### config.mk
export PLATFORM = sky130hd
export DESIGN_NAME = rsp_flit_serializer
export DESIGN_NICKNAME = d
export VERILOG_FILES = /design/src/rtl/rfs_pkg.sv /design/src/rtl/rfs_head_pack.sv /design/src/rtl/rfs_ctrl.sv /design/src/rtl/rfs_flit_mux.sv /design/src/rtl/rsp_flit_serializer.sv
export SDC_FILE = /design/constraint.sdc
export NUM_CORES = 1
export LEC_CHECK = 0
export CAP_MARGIN = 20
export CELL_PAD_IN_SITES_DETAIL_PLACEMENT = 1
export CELL_PAD_IN_SITES_GLOBAL_PLACEMENT = 2
export CORE_MARGIN = 4
export CORE_UTILIZATION = 10
export DETAILED_ROUTE_END_ITERATION = 16
export PLACE_DENSITY = 0.89
export SYNTH_ARGS = -nofsm -noshare
export SYNTH_HDL_FRONTEND = slang
export SYNTH_SLANG_ARGS = --single-unit
### constraint.sdc
create_clock -name clk -period 3.6 [get_ports clk]
set_input_delay 1.08 -clock clk [delete_from_list [all_inputs] [get_ports clk]]
set_output_delay 1.08 -clock clk [all_outputs]
set_load 0.005 [all_outputs]
### src/rtl/rfs_pkg.sv
package rfs_pkg;
    typedef enum logic [0:0] {
        ST_HEAD = 1'b0,
        ST_BODY = 1'b1
    } rfs_state_e;

    typedef enum logic [1:0] {
        FK_NONE = 2'd0,
        FK_HEAD = 2'd1,
        FK_DATA = 2'd2
    } rfs_kind_e;
endpackage

### src/rtl/rfs_head_pack.sv
module rfs_head_pack #(
    parameter int DATA_W   = 32,
    parameter int SRCID_W  = 14,
    parameter int TRDID_W  = 4,
    parameter int PKTID_W  = 4,
    parameter int ERR_W    = 2,
    parameter int ERRF_W   = 4
) (
    input  logic [SRCID_W-1:0] srcid,
    input  logic [TRDID_W-1:0] trdid,
    input  logic [PKTID_W-1:0] pktid,
    input  logic [ERR_W-1:0]   err,
    output logic [DATA_W-1:0]  head_word
);
    localparam int RSV_W = DATA_W - SRCID_W - ERRF_W - TRDID_W - PKTID_W;
    localparam int PAD_W = ERRF_W - ERR_W;

    generate
        if (RSV_W < 1 || PAD_W < 1) begin : g_bad_cfg
            $error("header fields do not fit the data width");
        end
    endgenerate

    always_comb begin
        head_word = {srcid, {RSV_W{1'b0}}, {PAD_W{1'b0}}, err, trdid, pktid};
    end
endmodule

### src/rtl/rfs_ctrl.sv
module rfs_ctrl
    import rfs_pkg::*;
(
    input  logic      clk,
    input  logic      rst_n,
    input  logic      rsp_valid,
    input  logic      is_write,
    input  logic      rsp_eop,
    input  logic      flit_ready,
    output logic      rsp_ready,
    output logic      flit_valid,
    output logic      head_last,
    output rfs_kind_e kind
);
    rfs_state_e state_q, state_d;
    logic       fire;

    assign fire = rsp_valid && flit_ready;

    always_ff @(posedge clk or negedge rst_n) begin
        if (!rst_n) state_q <= ST_HEAD;
        else        state_q <= state_d;
    end

    always_comb begin
        state_d = state_q;
        unique case (state_q)
            ST_HEAD: if (fire && !is_write) state_d = ST_BODY;  // HEAD_TO_BODY
            ST_BODY: if (fire && rsp_eop)   state_d = ST_HEAD;  // BODY_TO_HEAD
            default: state_d = ST_HEAD;
        endcase
    end

    always_comb begin
        flit_valid = rsp_valid;
        rsp_ready  = 1'b0;
        head_last  = 1'b0;
        kind       = FK_NONE;
        unique case (state_q)
            ST_HEAD: begin
                kind      = rsp_valid ? FK_HEAD : FK_NONE;
                head_last = is_write;
                rsp_ready = fire && is_write;
            end
            ST_BODY: begin
                kind      = rsp_valid ? FK_DATA : FK_NONE;
                rsp_ready = fire;
            end
            default: begin
                kind       = FK_NONE;
                flit_valid = 1'b0;
            end
        endcase
    end
endmodule

### src/rtl/rfs_flit_mux.sv
module rfs_flit_mux
    import rfs_pkg::*;
#(
    parameter int DATA_W = 32,
    localparam int FLIT_W = DATA_W + 1
) (
    input  rfs_kind_e         kind,
    input  logic [DATA_W-1:0] head_word,
    input  logic              head_last,
    input  logic [DATA_W-1:0] data_word,
    input  logic              data_last,
    output logic [FLIT_W-1:0] flit
);
    always_comb begin
        unique case (kind)
            FK_HEAD: flit = {head_last, head_word};
            FK_DATA: flit = {data_last, data_word};
            default: flit = '0;
        endcase
    end
endmodule

### src/rtl/rsp_flit_serializer.sv
module rsp_flit_serializer
    import rfs_pkg::*;
#(
    parameter int DATA_W  = 32,
    parameter int SRCID_W = 14,
    parameter int TRDID_W = 4,
    parameter int PKTID_W = 4,
    parameter int ERR_W   = 2,
    parameter int ERRF_W  = 4,
    localparam int FLIT_W = DATA_W + 1
) (
    input  logic               clk,
    input  logic               rst_n,
    input  logic               rsp_valid,
    output logic               rsp_ready,
    input  logic [SRCID_W-1:0] rsp_srcid,
    input  logic [TRDID_W-1:0] rsp_trdid,
    input  logic [PKTID_W-1:0] rsp_pktid,
    input  logic [ERR_W-1:0]   rsp_error,
    input  logic [DATA_W-1:0]  rsp_data,
    input  logic               rsp_eop,
    output logic               flit_valid,
    input  logic               flit_ready,
    output logic [FLIT_W-1:0]  flit_data
);
    logic [DATA_W-1:0] head_word;
    logic              head_last;
    rfs_kind_e         kind;

    rfs_head_pack #(
        .DATA_W(DATA_W), .SRCID_W(SRCID_W), .TRDID_W(TRDID_W),
        .PKTID_W(PKTID_W), .ERR_W(ERR_W), .ERRF_W(ERRF_W)
    ) i_head (
        .srcid(rsp_srcid), .trdid(rsp_trdid), .pktid(rsp_pktid),
        .err(rsp_error), .head_word(head_word)
    );

    rfs_ctrl i_ctrl (
        .clk(clk), .rst_n(rst_n), .rsp_valid(rsp_valid),
        .is_write(rsp_error[ERR_W-1]), .rsp_eop(rsp_eop),
        .flit_ready(flit_ready), .rsp_ready(rsp_ready),
        .flit_valid(flit_valid), .head_last(head_last), .kind(kind)
    );

    rfs_flit_mux #(.DATA_W(DATA_W)) i_mux (
        .kind(kind), .head_word(head_word), .head_last(head_last),
        .data_word(rsp_data), .data_last(rsp_eop), .flit(flit_data)
    );
endmodule

==> impl_table.tex, run 1 <==
\begin{tabular}{lr}
\hline
Metric & Value \\
\hline
\multicolumn{2}{l}{\textbf{STA}} \\
\quad Number of endpoints with negative hold slack in the final report & 0 \\
\quad Max\_slew headroom & approximately three quarters \\
\quad Sum Neg Setup Slack & 0 ns \\
\quad Count of final setup violators & 0 \\
\quad Portion of the clock cycle consumed by the worst path in the final layout & between 90 and 100\% \\
\quad Min Clock Period, post-route & roughly 3.4 ns \\
\quad Worst-margin pin slew & between 0.3 and 0.4 ns \\
\quad Fmax & 0.293 GHz \\
\quad Setup repair after global routing missed its margin & no \\
\quad Layout Skew & 0 ns \\
\quad Pins over their slew limit & 0 \\
\multicolumn{2}{l}{\textbf{Floorplanning}} \\
\quad Initial cell density of the core & between 10\% and 20\% \\
\quad Overall die width & around 84 µm \\
\quad Height of the die & between 80 and 90 µm \\
\quad Cell row count & 27 \\
\quad Area of the core & $\sim$0.0055 mm² \\
\quad Floorplan die area & 0.00705 mm² \\
\quad Boundary pin count & 96 \\
\multicolumn{2}{l}{\textbf{Logic synthesis}} \\
\quad Top area cells in the synthesized netlist & sky130\_fd\_sc\_hd\_\_mux2i\_1 40\%, sky130\_fd\_sc\_hd\_\_nor2b\_1 25\%, sky130\_fd\_sc\_hd\_\_and3\_1 8.7\%, sky130\_fd\_sc\_hd\_\_dfrtp\_1 4.3\%, sky130\_fd\_sc\_hd\_\_buf\_12 3.5\% \\
\quad Number of enable-type register cells in the synthesized netlist & 0 \\
\quad Cell area after technology mapping & 577 µm² \\
\quad Synthesized Nets & 134 \\
\quad Flops \& latches, synth & 1 \\
\quad Cell type with the highest aggregate area in the netlist & sky130\_fd\_sc\_hd\_\_mux2i\_1 \\
\quad Post-synth ARST share & 100\% \\
\quad Mapped Avg Cell Area & a little under 8 µm² \\
\quad Number of standard cells after synthesis & 73 \\
\quad Post-synth top cells & 23 x sky130\_fd\_sc\_hd\_\_mux2i\_1, 23 x sky130\_fd\_sc\_hd\_\_nor2b\_1, 8 x sky130\_fd\_sc\_hd\_\_and3\_1 \\
\quad Main synth FF type & sky130\_fd\_sc\_hd\_\_dfrtp\_1 \\
\quad Number of distinct library cells after synthesis & 17 \\
\quad Register area share after synthesis & under 10\% \\
\quad Count of warnings emitted by yosys & 0 \\
\quad Area share of the largest cell type after synthesis & 39.9\% \\
\multicolumn{2}{l}{\textbf{Pwr}} \\
\quad Leakage power & between 0.0006 and 0.0007 µW \\
\quad Sum of internal, switching and leakage power & 307 µW \\
\quad Cell area power density & 190 mW/mm² \\
\quad Worst vdd ir & a little under 0.09 mV \\
\multicolumn{2}{l}{\textbf{Worst setup path}} \\
\quad CP arrival & $\sim$2.3 ns \\
\quad R2r worst-path depth & 2 \\
\quad Register-to-register setup slack & approximately 2.6 ns \\
\quad Critical Path End Type & primary output \\
\quad Startpoint Class & input port \\
\quad Cell type group with the largest total delay on the critical path & buffers and inverters \\
\quad Terminus of the critical flop-to-flop path & i\_ctrl.state\_q \\
\quad Highest cell delay on the worst timing path & roughly 0.52 ns \\
\quad Cell mode on critical path & sky130\_fd\_sc\_hd\_\_clkdlybuf4s50\_1 \\
\quad RR Startpoint & i\_ctrl.state\_q \\
\quad Crit path max fanout & 2 \\
\quad Cell breakdown of the critical path & clkdlybuf4s50\_1, nand2b\_1, a21boi\_1, clkdlybuf4s50\_1 \\
\quad Worst path slowest cell & sky130\_fd\_sc\_hd\_\_clkdlybuf4s50\_1 \\
\quad Launch point of the worst path & rsp\_error[1] \\
\quad Worst path bufs/invs & 2 \\
\quad Data required time of the critical path & approximately 2.5 ns \\
\quad Critical path class & input port to primary output \\
\multicolumn{2}{l}{\textbf{Placed design}} \\
\quad Count of buffers inserted at the top-level ports & 95 \\
\quad RD Place Congestion & between 0.6 and 0.7 \\
\quad Post-detailed-placement half-perimeter wirelength & approximately 2.4 mm \\
\multicolumn{2}{l}{\textbf{Hold path}} \\
\quad Worst min-delay path category & register to register \\
\quad Min-Delay Startpoint & i\_ctrl.state\_q \\
\quad Capture endpoint of the worst hold path & i\_ctrl.state\_q \\
\quad Hold Path Stages & 1 \\
\multicolumn{2}{l}{\textbf{Drt}} \\
\quad Total via count after detailed routing & 865 \\
\quad DRC violation total after the first TritonRoute iteration & 4 \\
\quad Average wire per standard cell & between 10 and 15 µm \\
\quad First-pass detailed-route iteration total & 3 \\
\quad Drt total wl & 3.04 mm \\
\quad Antenna-violating nets left & 0 \\
\quad Average vias per placed instance & around 3.7 \\
\quad DRC violation count after routing & 0 \\
\multicolumn{2}{l}{\textbf{Layout}} \\
\quad Layout overhead on the synthesized area & 179\% \\
\quad Share of post-route cells with drive strength above 1 & a little over 3\% \\
\quad Most flops, register & i\_ctrl.state\_q \\
\quad Antenna diode instance count & 0 \\
\quad Top Registers & i\_ctrl.state\_q: 1 flops \\
\quad Largest register FFs & 1 \\
\quad Post-layout net count & roughly 230 \\
\quad Number of filler instances in the final layout & approximately 660 \\
\multicolumn{2}{l}{\textbf{Global routing}} \\
\quad Met1 capacity usage during global routing & 9.21\% \\
\quad Met3 Resource Use GR & between 2 and 2.5\% \\
\quad Met2 capacity usage during global routing & 13.8\% \\
\quad GR peak layer & met2 \\
\quad Congestion Overflow GR & 0 \\
\quad Maximum number of pins on one net before global-route repair & 38 \\
\quad Initial antenna violation count & 0 \\
\quad Vias in the first global route & approximately 870 \\
\quad Global-route total usage across every layer & 7.57\% \\
\quad Wire length of the first global-routing pass & approximately 4.5 mm \\
\multicolumn{2}{l}{\textbf{Clock tree}} \\
\quad CTS clock-pin slew for the worst setup and hold paths & 0 ns \\
\quad Insertion delay to the later sink of the worst-skew pair & 0 ns \\
\quad Post CTS Setup Buffer Count & 0 \\
\multicolumn{2}{l}{\textbf{Run}} \\
\quad MaxCap Viol Count & 0 \\
\multicolumn{2}{l}{\textbf{Status}} \\
\quad Result of the run & complete, no violations \\
\hline
\end{tabular}
layer usage:
layer	wire length (µm)	up-vias
li1	-	432
met1	1170	387
met2	1560	46
met3	309	0
met4	0	0
met5	0	-
layout by cell type (no fill, tap or decap), types with 2 or more instances in the layout:
cell type                         netlist  final
sky130_fd_sc_hd__buf_4                  1      2
sky130_fd_sc_hd__nor2b_1               23     23
sky130_fd_sc_hd__clkdlybuf4s50_1        0     94
sky130_fd_sc_hd__nand2_1                3      3
sky130_fd_sc_hd__mux2i_1               23     23
sky130_fd_sc_hd__and3_1                 8      8
sky130_fd_sc_hd__a21boi_1               2      2
final cells by class:
| class | count | area [µm²] | share of cell area, % |
|---|---|---|---|
| flip-flops and latches | 1 | 25.0 | 1.55 |
| repair buffers | 99 | 1010 | 62.9 |
| multi-input cells | 64 | 482 | 29.9 |
| well taps | 72 | 90.1 | 5.59 |
kinds of logic (layout without fill, tap and decap cells):
logic type             after synthesis  in the layout  synth area share [%]
AND/OR/NAND/NOR                     38             38                  39.3
multiplexers                        23             23                  39.9
buffers and inverters                8             99                  12.1
AO/OA/AOI/OAI                        3              3                  4.34
flip-flops                           1              1                  4.34
worst max-delay path by stage:
stage | slack, ns | cells past startpoint | end
detailed placement | 0.03 | 4 | flit_data[32]
finish | 0.18 | 4 | flit_data[32]
floorplan | 1.06 | 2 | flit_data[32]
CTS | 0.03 | 4 | flit_data[32]
global route | 0.10 | 4 | flit_data[32]
global placement | 0.03 | 4 | flit_data[5]
worst register-to-register path, delay by kind of cell (launching register included):
| kind | cells | cell delay (ns) |
|---|---|---|
| AND/OR/NAND/NOR | 1 | 0.10 |
| AO/OA/AOI/OAI | 1 | 0.27 |
| flip-flops | 1 | 0.54 |
stage by stage:
step / area (µm²) / cells / hold slack (ns) / util [%] / worst slack (ns)
finish: 1610 / 236 / 0.777 / 29.1 / 0.183
global route: 1610 / 236 / 0.821 / 29.1 / 0.102
CTS: 1580 / 235 / 0.790 / 28.6 / 0.0265
detailed placement: 1580 / 235 / 0.790 / 28.6 / 0.0269
global placement: 1580 / 235 / 0.790 / 28.6 / 0.0312
floorplan: 577 / 73 / 0.784 / - / 1.06
repair_timing:
item                                    in CTS  in global routing
resized for setup                            0                  1
hold buffers                                 0                  0
hold endpoints to repair                     0                  0
endpoints found under the setup margin       0                  6
power breakdown:
| part | switching (µW) | internal (µW) | total, µW | leakage (µW) |
|---|---|---|---|---|
| combinational | 93.8 | 190 | 283 | 0.000634 |
| sequential | 9.23 | 14.1 | 23.3 | 0.0000122 |
| clock | 0 | 0 | 0 | 0 |
| total | 103 | 204 | 307 | 0.000646 |
(Power assumes the default switching activity.)
==> run 2: changes to the inputs <==
Settings changed: MAX_ROUTING_LAYER set to met4.
==> run 2 against run 1 <==
Net effect:
- utilization unchanged
- die area is the same
- fmax did not move
- global-route usage rose by 0.19 points
- critical path depth stayed put
- final cell count is the same
- largest cell class unchanged
==> impl_table.tex, run 2 (synthesized netlist as in run 1, its figures left out) <==
\begin{tabular}{lr}
\hline
Metric & Value \\
\hline
\multicolumn{2}{l}{\textbf{Global routing}} \\
\quad Global-route total usage across every layer & 7.76\% (+0.19 points) \\
\quad GR peak layer & met2 \\
\quad Met2 capacity usage during global routing & 13.7\% (-0.072 points) \\
\quad Congestion Overflow GR & 0 (unchanged) \\
\quad Vias in the first global route & 874 (+0.34\%) \\
\quad Maximum number of pins on one net before global-route repair & 38 (unchanged) \\
\quad Wire length of the first global-routing pass & 4.51 mm (-0.31\%) \\
\quad Met3 Resource Use GR & 1.09\% (-1.3 points) \\
\quad Met1 capacity usage during global routing & 9.97\% (+0.76 points) \\
\quad Initial antenna violation count & 0 (unchanged) \\
\multicolumn{2}{l}{\textbf{STA}} \\
\quad Portion of the clock cycle consumed by the worst path in the final layout & 94.9\% (unchanged) \\
\quad Setup repair after global routing missed its margin & no \\
\quad Fmax & 0.293 GHz (unchanged) \\
\quad Sum Neg Setup Slack & 0 ns (unchanged) \\
\quad Max\_slew headroom & 75.1\% (about the same) \\
\quad Pins over their slew limit & 0 (unchanged) \\
\quad Final worst hold slack & 0.777 ns (+0.0000360 ns) \\
\quad Min Clock Period, post-route & 3.42 ns (unchanged) \\
\quad Count of final setup violators & 0 (unchanged) \\
\quad Layout Skew & 0 ns (unchanged) \\
\quad Worst-margin pin slew & 0.374 ns (+0.0000112 ns) \\
\quad Number of endpoints with negative hold slack in the final report & 0 (unchanged) \\
\multicolumn{2}{l}{\textbf{Worst setup path}} \\
\quad Crit path max fanout & 2 (unchanged) \\
\quad Launch point of the worst path & rsp\_error[1] \\
\quad R2r worst-path depth & 2 (unchanged) \\
\quad CP arrival & 2.34 ns (about the same) \\
\quad Data required time of the critical path & 2.52 ns (about the same) \\
\quad RR Startpoint & i\_ctrl.state\_q \\
\quad Cell mode on critical path & sky130\_fd\_sc\_hd\_\_clkdlybuf4s50\_1 \\
\quad Critical Path End Type & primary output \\
\quad Register-to-register setup slack & 2.57 ns (about the same) \\
\quad Cell breakdown of the critical path & clkdlybuf4s50\_1, nand2b\_1, a21boi\_1, clkdlybuf4s50\_1 \\
\quad Terminus of the critical flop-to-flop path & i\_ctrl.state\_q \\
\quad Critical path class & input port to primary output \\
\quad Worst path slowest cell & sky130\_fd\_sc\_hd\_\_clkdlybuf4s50\_1 \\
\quad Highest cell delay on the worst timing path & 0.52 ns (about the same) \\
\quad Startpoint Class & input port \\
\multicolumn{2}{l}{\textbf{Clock tree}} \\
\quad Post CTS Setup Buffer Count & 0 (unchanged) \\
\quad CTS clock-pin slew for the worst setup and hold paths & 0 ns (unchanged) \\
\quad Quantity of hold-fixing buffers added after cts & 0 (unchanged) \\
\quad Number of cells upsized or downsized after cts & 0 (unchanged) \\
\quad Insertion delay to the later sink of the worst-skew pair & 0 ns (unchanged) \\
\multicolumn{2}{l}{\textbf{Layout}} \\
\quad Final standard cell count with taps included and fillers excluded & 236 (unchanged) \\
\quad Commonest non-fill, non-tap cells in the layout & 94 x sky130\_fd\_sc\_hd\_\_clkdlybuf4s50\_1, 23 x sky130\_fd\_sc\_hd\_\_mux2i\_1, 23 x sky130\_fd\_sc\_hd\_\_nor2b\_1 \\
\quad Post-layout net count & 227 (unchanged) \\
\quad Share of post-route cells with drive strength above 1 & 3.05\% (unchanged) \\
\quad Largest register FFs & 1 (unchanged) \\
\quad Leading cell type in the layout, fill and taps excluded & sky130\_fd\_sc\_hd\_\_clkdlybuf4s50\_1 \\
\quad Antenna diode instance count & 0 (unchanged) \\
\quad Top Registers & i\_ctrl.state\_q: 1 flops \\
\quad Layout overhead on the synthesized area & 179\% (unchanged) \\
\quad Most flops, register & i\_ctrl.state\_q \\
\quad Number of filler instances in the final layout & 661 (unchanged) \\
\multicolumn{2}{l}{\textbf{Placed design}} \\
\quad Post-detailed-placement half-perimeter wirelength & 2.43 mm (unchanged) \\
\quad Count of buffers inserted at the top-level ports & 95 (unchanged) \\
\quad RD Place Congestion & 0.699 (+1.1\%) \\
\quad \# placed instances & 235 (unchanged) \\
\multicolumn{2}{l}{\textbf{Pwr}} \\
\quad Sum of internal, switching and leakage power & 307 µW (+0.11\%) \\
\quad Leakage power & 0.000646 µW (unchanged) \\
\quad Worst vdd ir & 0.0875 mV (+0.37\%) \\
\quad Cell area power density & 191 mW/mm² (+0.11\%) \\
\multicolumn{2}{l}{\textbf{Drt}} \\
\quad Antenna-violating nets left & 0 (unchanged) \\
\quad Total via count after detailed routing & 865 (unchanged) \\
\quad First-pass detailed-route iteration total & 4 (+1) \\
\quad Average vias per placed instance & 3.67 (unchanged) \\
\quad Average wire per standard cell & 12.9 µm (+0.16\%) \\
\quad DRC violation total after the first TritonRoute iteration & 4 (unchanged) \\
\quad DRC violation count after routing & 0 (unchanged) \\
\quad Drt total wl & 3.04 mm (+0.16\%) \\
\multicolumn{2}{l}{\textbf{Floorplanning}} \\
\quad Area of the core & 0.00554 mm² (unchanged) \\
\quad Overall die width & 83.9 µm (unchanged) \\
\quad Cell row count & 27 (unchanged) \\
\quad Floorplan die area & 0.00705 mm² (unchanged) \\
\quad Height of the die & 83.9 µm (unchanged) \\
\quad Initial cell density of the core & 10.4\% (unchanged) \\
\quad Boundary pin count & 96 (unchanged) \\
\multicolumn{2}{l}{\textbf{Status}} \\
\quad Result of the run & complete, no violations \\
\multicolumn{2}{l}{\textbf{Hold path}} \\
\quad Capture endpoint of the worst hold path & i\_ctrl.state\_q \\
\quad Min-Delay Startpoint & i\_ctrl.state\_q \\
\quad Hold Path Stages & 1 (unchanged) \\
\quad Worst min-delay path category & register to register \\
\multicolumn{2}{l}{\textbf{Run}} \\
\quad MaxCap Viol Count & 0 (unchanged) \\
\hline
\end{tabular}
==> run 2: cell counts in the layout (fill, tap and decap cells not counted) <==
Identical to the previous run, type by type.
==> run 2: how the worst max path moves through the flow <==
stage / to / slack [ns] / depth (start not counted)
floorplan: flit_data[32] / 1.06 / 2
global placement: flit_data[5] / 0.03 / 4
detailed placement: flit_data[32] / 0.03 / 4
CTS: flit_data[32] / 0.03 / 4
global route: flit_data[32] / 0.10 / 4
finish: flit_data[32] / 0.18 / 4
==> run 2: metrics by stage <==
step           setup WS, ns  area, µm²  utilization (%)
6_report              0.183       1610             29.1
5_1_grt               0.102       1610             29.1
4_1_cts              0.0265       1580             28.6
3_5_place_dp         0.0269       1580             28.6
3_3_place_gp         0.0312       1580             28.6
2_1_floorplan          1.06        577                -
==> run 2: critical path: cells and delay by family <==
| family | cells | cell delay, ns |
|---|---|---|
| buffers and inverters | 2 | 1.02 |
| AO/OA/AOI/OAI | 1 | 0.14 |
| AND/OR/NAND/NOR | 1 | 0.09 |
==> run 2: area by class of cell <==
class                   instances  area (µm²)  area share (%)
repair buffers                 99        1010            62.9
multi-input cells              64         482            29.9
well taps                      72        90.1            5.59
flip-flops and latches          1        25.0            1.55
==> run 2: per-layer routing <==
| layer | part of all wire, % | vias up | routed length [µm] |
|---|---|---|---|
| met1 | 42 | 387 | 1270 |
| met3 | 6.9 | 0 | 210 |
| met4 | 0 | 0 | 0 |
| met5 | 0 | - | 0 |
| met2 | 51 | 46 | 1560 |
| li1 | - | 432 | - |
==> run 2: report_power, final <==
part | internal, µW | leakage (µW) | total, µW | switching (µW)
sequential | 14.1 | 0.0000122 | 23.3 | 9.23
combinational | 190 | 0.000634 | 284 | 94.1
clock | 0 | 0 | 0 | 0
